### src/rtl/bbu_pkg.sv
package bbu_pkg;
  localparam int NCH         = 2;
  localparam int RA_W        = 4;
  localparam int RW          = 32;
  localparam int ASID_W      = 8;
  localparam int REGS_PER_CH = 4;
  localparam int OFS_ADDR    = 0;
  localparam int OFS_MASK    = 1;
  localparam int OFS_ASID    = 2;
  localparam int OFS_CYC     = 3;
  localparam int REG_DATA    = NCH * REGS_PER_CH;
  localparam int REG_DMASK   = REG_DATA + 1;
  localparam int REG_FLAGS   = REG_DATA + 2;
  localparam int FLAG_W      = 2 * NCH;
  localparam int CYC_W       = 6;

  // bus [1:0]: bit0 L, bit1 I; kind [3:2]: bit2 fetch, bit3 data; dir [5:4]: bit4 read, bit5 write
  typedef struct packed {
    logic [1:0] dir;
    logic [1:0] kind;
    logic [1:0] bus;
  } cyc_sel_t;

  function automatic logic sel_pick(input logic [1:0] grp, input logic idx);
    return grp[idx];
  endfunction

  function automatic logic attr_pass(input cyc_sel_t c, input logic ibus,
                                     input logic ifetch, input logic wr);
    return sel_pick(c.bus, ibus) & sel_pick(c.kind, ~ifetch) & sel_pick(c.dir, wr);
  endfunction

  function automatic logic group_off(input cyc_sel_t c);
    return (c.bus == 2'b00) || (c.kind == 2'b00) || (c.dir == 2'b00);
  endfunction
endpackage

### src/rtl/bbu_chan.sv
module bbu_chan
  import bbu_pkg::*;
#(
  parameter int AW       = 32,
  parameter int DW       = 32,
  parameter bit HAS_DATA = 1'b0
) (
  input  logic              clk,
  input  logic              rst_n,
  input  logic [AW-1:0]     cfg_addr,
  input  logic [AW-1:0]     cfg_amask,
  input  logic [ASID_W-1:0] cfg_asid,
  input  cyc_sel_t          cfg_cyc,
  input  logic [DW-1:0]     cfg_data,
  input  logic [DW-1:0]     cfg_dmask,
  input  logic              bus_valid,
  input  logic              bus_ibus,
  input  logic              bus_ifetch,
  input  logic              bus_write,
  input  logic [AW-1:0]     bus_addr,
  input  logic [ASID_W-1:0] bus_asid,
  input  logic [DW-1:0]     bus_data,
  output logic              hit_l,
  output logic              hit_i
);
  function automatic logic addr_eq(input logic [AW-1:0] a, input logic [AW-1:0] b,
                                   input logic [AW-1:0] m);
    return ((a ^ b) & ~m) == '0;
  endfunction

  function automatic logic data_eq(input logic [DW-1:0] a, input logic [DW-1:0] b,
                                   input logic [DW-1:0] m);
    return ((a ^ b) & ~m) == '0;
  endfunction

  logic attr_ok, addr_ok, asid_ok, data_ok, hit;

  assign attr_ok = attr_pass(cfg_cyc, bus_ibus, bus_ifetch, bus_write);
  assign addr_ok = addr_eq(bus_addr, cfg_addr, cfg_amask);
  assign asid_ok = (bus_asid == cfg_asid);

  generate
    if (HAS_DATA) begin : g_data
      assign data_ok = data_eq(bus_data, cfg_data, cfg_dmask);
    end else begin : g_nodata
      logic unused_data;
      assign unused_data = ^{cfg_data, cfg_dmask, bus_data};
      assign data_ok = 1'b1;
    end
  endgenerate

  assign hit   = bus_valid & attr_ok & addr_ok & asid_ok & data_ok;
  assign hit_l = hit & ~bus_ibus;
  assign hit_i = hit & bus_ibus;

  // a zero selector group keeps the channel silent
  a_r2_group_off: assert property (@(posedge clk) disable iff (!rst_n)
    group_off(cfg_cyc) |-> !(hit_l || hit_i));

  // any hit agrees with the break address on every unmasked bit
  a_r3_addr_agree: assert property (@(posedge clk) disable iff (!rst_n)
    (hit_l || hit_i) |-> (((bus_addr ^ cfg_addr) & ~cfg_amask) == '0));

  // any hit carries the programmed identifier
  a_r4_asid_agree: assert property (@(posedge clk) disable iff (!rst_n)
    (hit_l || hit_i) |-> (bus_asid == cfg_asid));

  // a hit is attributed to exactly one bus
  a_r6_one_bus: assert property (@(posedge clk) disable iff (!rst_n)
    $onehot0({hit_l, hit_i}));
endmodule

### src/rtl/bbu_regs.sv
module bbu_regs
  import bbu_pkg::*;
#(
  parameter int AW = 32,
  parameter int DW = 32
) (
  input  logic                            clk,
  input  logic                            rst_n,
  input  logic                            reg_we,
  input  logic [RA_W-1:0]                 reg_addr,
  input  logic [RW-1:0]                   reg_wdata,
  output logic [RW-1:0]                   reg_rdata,
  input  logic [FLAG_W-1:0]               flag_set,
  output logic [NCH-1:0][AW-1:0]          cfg_addr,
  output logic [NCH-1:0][AW-1:0]          cfg_amask,
  output logic [NCH-1:0][ASID_W-1:0]      cfg_asid,
  output cyc_sel_t [NCH-1:0]              cfg_cyc,
  output logic [DW-1:0]                   cfg_data,
  output logic [DW-1:0]                   cfg_dmask,
  output logic [FLAG_W-1:0]               flags
);
  logic              flag_wr;
  logic [FLAG_W-1:0] flag_keep;

  assign flag_wr   = reg_we && (reg_addr == RA_W'(REG_FLAGS));
  assign flag_keep = flag_wr ? reg_wdata[FLAG_W-1:0] : '1;

  always_ff @(posedge clk) begin
    if (!rst_n) begin
      cfg_addr  <= '0;
      cfg_amask <= '0;
      cfg_asid  <= '0;
      cfg_cyc   <= '0;
      cfg_data  <= '0;
      cfg_dmask <= '0;
      flags     <= '0;
    end else begin
      if (reg_we) begin
        for (int c = 0; c < NCH; c++) begin
          if (reg_addr == RA_W'(c * REGS_PER_CH + OFS_ADDR)) cfg_addr[c]  <= reg_wdata[AW-1:0];
          if (reg_addr == RA_W'(c * REGS_PER_CH + OFS_MASK)) cfg_amask[c] <= reg_wdata[AW-1:0];
          if (reg_addr == RA_W'(c * REGS_PER_CH + OFS_ASID)) cfg_asid[c]  <= reg_wdata[ASID_W-1:0];
          if (reg_addr == RA_W'(c * REGS_PER_CH + OFS_CYC))  cfg_cyc[c]   <= cyc_sel_t'(reg_wdata[CYC_W-1:0]);
        end
        if (reg_addr == RA_W'(REG_DATA))  cfg_data  <= reg_wdata[DW-1:0];
        if (reg_addr == RA_W'(REG_DMASK)) cfg_dmask <= reg_wdata[DW-1:0];
      end
      flags <= (flags & flag_keep) | flag_set;
    end
  end

  always_comb begin
    reg_rdata = '0;
    for (int c = 0; c < NCH; c++) begin
      if (reg_addr == RA_W'(c * REGS_PER_CH + OFS_ADDR)) reg_rdata = RW'(cfg_addr[c]);
      if (reg_addr == RA_W'(c * REGS_PER_CH + OFS_MASK)) reg_rdata = RW'(cfg_amask[c]);
      if (reg_addr == RA_W'(c * REGS_PER_CH + OFS_ASID)) reg_rdata = RW'(cfg_asid[c]);
      if (reg_addr == RA_W'(c * REGS_PER_CH + OFS_CYC))  reg_rdata = RW'(cfg_cyc[c]);
    end
    if (reg_addr == RA_W'(REG_DATA))  reg_rdata = RW'(cfg_data);
    if (reg_addr == RA_W'(REG_DMASK)) reg_rdata = RW'(cfg_dmask);
    if (reg_addr == RA_W'(REG_FLAGS)) reg_rdata = RW'(flags);
  end

  generate
    for (genvar k = 0; k < FLAG_W; k++) begin : g_flag_chk
      // a set flag survives unless a 0 is written to it
      a_r7_sticky: assert property (@(posedge clk) disable iff (!rst_n)
        (flags[k] && !(flag_wr && !reg_wdata[k])) |=> flags[k]);
      // a hit on this flag's channel and bus sets it
      a_r6_set: assert property (@(posedge clk) disable iff (!rst_n)
        flag_set[k] |=> flags[k]);
      // a flag only rises because of a hit
      a_r7_no_spurious: assert property (@(posedge clk) disable iff (!rst_n)
        (!flags[k] && !flag_set[k]) |=> !flags[k]);
    end
  endgenerate
endmodule

### src/rtl/bus_break_unit.sv
module bus_break_unit
  import bbu_pkg::*;
#(
  parameter int AW = 32,
  parameter int DW = 32
) (
  input  logic              clk,
  input  logic              rst_n,
  input  logic              reg_we,
  input  logic [RA_W-1:0]   reg_addr,
  input  logic [RW-1:0]     reg_wdata,
  output logic [RW-1:0]     reg_rdata,
  input  logic              bus_valid,
  input  logic              bus_ibus,
  input  logic              bus_ifetch,
  input  logic              bus_write,
  input  logic [AW-1:0]     bus_addr,
  input  logic [ASID_W-1:0] bus_asid,
  input  logic [DW-1:0]     bus_data,
  output logic              brk_req
);
  logic [NCH-1:0][AW-1:0]     cfg_addr;
  logic [NCH-1:0][AW-1:0]     cfg_amask;
  logic [NCH-1:0][ASID_W-1:0] cfg_asid;
  cyc_sel_t [NCH-1:0]         cfg_cyc;
  logic [DW-1:0]              cfg_data;
  logic [DW-1:0]              cfg_dmask;
  logic [FLAG_W-1:0]          flags;
  logic [FLAG_W-1:0]          flag_set;
  logic [NCH-1:0]             chan_hit;

  bbu_regs #(.AW(AW), .DW(DW)) regs_i (
    .clk       (clk),
    .rst_n     (rst_n),
    .reg_we    (reg_we),
    .reg_addr  (reg_addr),
    .reg_wdata (reg_wdata),
    .reg_rdata (reg_rdata),
    .flag_set  (flag_set),
    .cfg_addr  (cfg_addr),
    .cfg_amask (cfg_amask),
    .cfg_asid  (cfg_asid),
    .cfg_cyc   (cfg_cyc),
    .cfg_data  (cfg_data),
    .cfg_dmask (cfg_dmask),
    .flags     (flags)
  );

  generate
    for (genvar c = 0; c < NCH; c++) begin : g_chan
      logic h_l, h_i;
      bbu_chan #(.AW(AW), .DW(DW), .HAS_DATA(c == NCH - 1)) chan_i (
        .clk        (clk),
        .rst_n      (rst_n),
        .cfg_addr   (cfg_addr[c]),
        .cfg_amask  (cfg_amask[c]),
        .cfg_asid   (cfg_asid[c]),
        .cfg_cyc    (cfg_cyc[c]),
        .cfg_data   (cfg_data),
        .cfg_dmask  (cfg_dmask),
        .bus_valid  (bus_valid),
        .bus_ibus   (bus_ibus),
        .bus_ifetch (bus_ifetch),
        .bus_write  (bus_write),
        .bus_addr   (bus_addr),
        .bus_asid   (bus_asid),
        .bus_data   (bus_data),
        .hit_l      (h_l),
        .hit_i      (h_i)
      );
      assign flag_set[2*c]   = h_l;
      assign flag_set[2*c+1] = h_i;
      assign chan_hit[c]     = h_l | h_i;
    end
  endgenerate

  always_ff @(posedge clk) begin
    if (!rst_n) brk_req <= 1'b0;
    else        brk_req <= |chan_hit;
  end

  // every newly raised flag comes with a request in the same cycle
  a_r8_flag_req: assert property (@(posedge clk) disable iff (!rst_n)
    (|(flags & ~$past(flags))) |-> brk_req);

  // no request without a bus cycle in the previous clock
  a_r8_needs_cycle: assert property (@(posedge clk) disable iff (!rst_n)
    !$past(bus_valid) |-> !brk_req);

  // both channels hitting together give one request and flags on both channels
  a_r8_dual: assert property (@(posedge clk) disable iff (!rst_n)
    (&chan_hit) |=> (brk_req && (|flags[1:0]) && (|flags[3:2])));

  // while held in reset nothing is requested
  a_r1_reset_quiet: assert property (@(posedge clk)
    !$past(rst_n) |-> !brk_req);
endmodule

### config.mk
export PLATFORM = sky130hd
export DESIGN_NAME = bus_break_unit
export DESIGN_NICKNAME = d
export VERILOG_FILES = /design/src/rtl/bbu_pkg.sv /design/src/rtl/bbu_chan.sv /design/src/rtl/bbu_regs.sv /design/src/rtl/bus_break_unit.sv
export SDC_FILE = /design/constraint.sdc
export NUM_CORES = 1
export LEC_CHECK = 0
export BUFFER_PORTS_ARGS = -buffer_cell sky130_fd_sc_hd__buf_2
export CORE_ASPECT_RATIO = 1.2
export CORE_MARGIN = 10
export CORE_UTILIZATION = 53
export CTS_BUF_LIST = sky130_fd_sc_hd__clkbuf_16
export CTS_CLUSTER_SIZE = 8
export DETAILED_ROUTE_END_ITERATION = 16
export PLACE_DENSITY = 0.81
export SLEW_MARGIN = 20
export SYNTH_ARGS = -nofsm -noshare
export SYNTH_HDL_FRONTEND = slang
export SYNTH_HIERARCHICAL = 1
export SYNTH_SLANG_ARGS = --single-unit
### constraint.sdc
create_clock -name clk -period 1.7 [get_ports clk]
set_input_delay 0.17 -clock clk [delete_from_list [all_inputs] [get_ports clk]]
set_output_delay 0.17 -clock clk [all_outputs]
set_load 0.03 [all_outputs]
==> results.yml <==
synthesis:
  synth.distinct_cells: 54
  ys_ff_latch: 225
  syn_avg_cell_area_um2: 8.03
  syn_area_mm2: 0.0117
  synthesis.nets: 1574
  ys_warn_count: 6
  synth-async-reset-ratio_pct: 0
  synth_edf_count: 0
  synthCells: 1459
  yosysSeqAreaShare_pct: 38.4
  synth_ff_type: "dfxtp_1"
route:
  drt_iter0_drc: 1719
  routed_wirelength_um: 47200
  viasPerCell: 6.22
  drcViolationCount: 0
  vias: 12600
  wire_per_inst_um: 23.2
  ant_nets: 0
  dr.pass1.iters: 9
sta:
  fmax_ghz: 0.466
  fin_skew_ns: 0.0140
  relSlewSlack_pct: 68.1
  post-route-period-util_pct: 126
  tns_ns: -3.13
  rsz0062_at_grt: "true"
  drv_slew: 0
  worstMarginPinSlew_ns: 0.473
  setup_ws_ns: -0.446
  hold_viol: 0
  setup_viol: 19
  min_period_ns: 2.15
setup_path:
  worstPathRequired_ns: 1.53
  worst_path_max_delay_cell: "dfxtp_2"
  crit_path_max_incr_delay_ns: 0.32
  cp-end-kind: "output port"
  path_cells: "buf_6 > mux2_4 > a222oi_1 > buf_4 > o32ai_4 > buf_6"
  cp-start-kind: "register"
  r2r_setup_slack_ns: -0.26
  cpMostUsedCell: "buf_6"
  critPathArrivalTime_ns: 1.98
  worstSetupPathType: "reg2out"
  path_max_fanout: 2
floorplanning:
  die_w_um: 156
  start_util_pct: 54.0
  top_level_ports: 148
  core_area_mm2: 0.0217
  dieArea_mm2: 0.0285
  fp-row-count: 59
  die_y_um: 183
power_and_ir_drop:
  total_leakage_power_uw: 0.00600
  vdd_drop_max_mv: 0.814
  power_density_mw_per_mm2: 825
clock_tree:
  cts-buffers-inserted: 34
  cts-root-buf: "clkbuf_16"
  clk_pin_slew_ns: 0.05
  clk_latency_ns: 0.51
  htreeDepth: 2
  clock-sinks: 225
  clock_path_buffers: 3
  cts_tree: "done"
layout:
  nets: 1870
  area.sequential_mm2: 0.00456
  drive_gt1_share_pct: 27.8
  areaGrowthSynthToFinish_pct: 35.2
  stdcell_count: 2034
  multiInputGateArea_mm2: 0.00694
  fillers: 1535
global_route:
  grt_max_degree: 67
  grt_pass1_vias: 12600
  grt_pass1_wl_um: 70900
  antenna_found_initial: 2
  grt_overflow_total: 0
  grt_usage_pct: 31.4
placement:
  gp_congestion: 0.987
  place_hpwl_um: 31700
  dp_slack_ns: -0.237
  dp_cells: 1953
  numPortBuffers: 147
hold_path:
  hold_path.class: "in2reg"
run_status:
  violations: "negative setup slack"
  status: "finished, violations left"
flow_run:
  cap_violations: 0
==> through the flow <==
| stage | cell area (µm²) | total power, µW | utilization [%] | hold slack (ns) |
|---|---|---|---|---|
| after CTS | 15500 | 13000 | 71.4 | 0.0226 |
| after global placement | 13900 | 6920 | 64.3 | 0.456 |
| after floorplan | 11800 | 6220 | - | 0.304 |
| after detailed placement | 13900 | 6930 | 64.3 | 0.464 |
| after global routing | 15800 | 13300 | 73.0 | 0.0401 |
| final | 15800 | 13100 | 73.0 | 0.0295 |
==> flip-flops by register name (all words and copies together) (netlist names) <==
register,flops
regs_i/cfg_data,32
regs_i/cfg_addr,64
regs_i/cfg_cyc,12
regs_i/cfg_dmask,32
regs_i/flags,4
regs_i/cfg_amask,64
regs_i/cfg_asid,16
brk_req,1
==> worst max-delay path, delay by kind of cell, from the launching register on <==
| family | cells | cell delay [ns] |
|---|---|---|
| compound gates | 2 | 0.41 |
| buf+inv | 3 | 0.48 |
| flops | 1 | 0.32 |
| mux | 1 | 0.25 |
==> path summary, 6_finish.rpt <==
path,from,to,cells past startpoint
hold / removal,reg_wdata[7],regs_i/cfg_addr[7]$_SDFFE_PN0P_,3
setup reg to reg,regs_i/cfg_cyc[10]$_SDFFE_PN0P_,brk_req$_SDFF_PN0_,8
hold reg to reg,regs_i/cfg_amask[48]$_SDFFE_PN0P_,regs_i/cfg_amask[48]$_SDFFE_PN0P_,2
setup / recovery,regs_i/cfg_amask[5]$_SDFFE_PN0P_,reg_rdata[5],6
==> repair_timing <==
action,4_1_cts,5_1_grt
endpoints found under the setup margin,37,37
pin swaps,48,37
hold buffers,24,0
hold endpoints to repair,143,0
resized for setup,107,81
gates cloned,1,1
setup buffers,10,9
==> routing by layer <==
metal  vias up  global-route usage (%)  share of wire (%)
li1       5569                       -                  -
met1      5903                    36.5                 34
met2       931                    51.4                 46
met3       242                    7.23                 12
met4         0                    19.4                7.0
met5         -                       0                  0
==> synthesized netlist by cell type (all sizes together), types with 11 or more instances <==
master | count | area, µm²
dfxtp | 225 | 4500
o22ai | 53 | 332
buf | 54 | 285
nand2 | 441 | 1660
xnor2 | 98 | 858
a21boi | 201 | 1510
o21ai | 16 | 80.1
clkbuf | 51 | 191
a222oi | 26 | 260
a21oi | 36 | 180
mux2i | 60 | 601
inv | 11 | 41.3
nor2 | 59 | 246
nor2b | 22 | 138
==> report_power, final <==
part / internal, µW / switching, µW / total, µW / leakage (µW)
combinational: 730 / 887 / 1620 / 0.00370
sequential: 5350 / 64.0 / 5420 / 0.00184
clock: 3640 / 2390 / 6030 / 0.000455
total: 9720 / 3340 / 13100 / 0.00600
==> cells in the final DEF, fill, tap and decap left out, drive strengths merged, types with 3 or more instances in the layout <==
cell         instances
o22ai               53
clkinv               3
and2                 3
dfxtp              225
mux2i               60
o21ai               16
xor2                 9
nand2b               6
mux2                 4
o21a                10
nor2                59
dlygate4sd3         24
nor4                10
inv                 12
nor3                 9
a31oi                5
nand3               10
xnor2               98
a21boi             201
a222oi              26
and3                 4
buf                339
clkbuf              37
nand2              441
a21oi               36
o221ai               4
nor2b               22
nand4                4
==> cell families (layout without fill, tap and decap cells) <==
| kind of cell | count (synthesis) | after routing | share of synthesized area [%] |
|---|---|---|---|
| mux | 66 | 66 | 5.89 |
| other cells | 0 | 2 | 0 |
| simple gates | 578 | 578 | 20.6 |
| compound gates | 367 | 367 | 22.5 |
| buf+inv | 116 | 415 | 4.42 |
| xor+xnor | 107 | 107 | 8.06 |
| flops | 225 | 225 | 38.4 |
==> final cells by class <==
class | instances | share of cell area [%]
Timing Repair Buffer | 365 | 19.1
Clock inverter | 4 | 0.284
Antenna cell | 2 | 0.0316
Inverter | 11 | 0.261
Sequential cell | 225 | 28.8
Multi-Input combinational cell | 1118 | 43.8
Clock buffer | 35 | 5.53
Tap cell | 274 | 2.16
(Power assumes the default switching activity.)
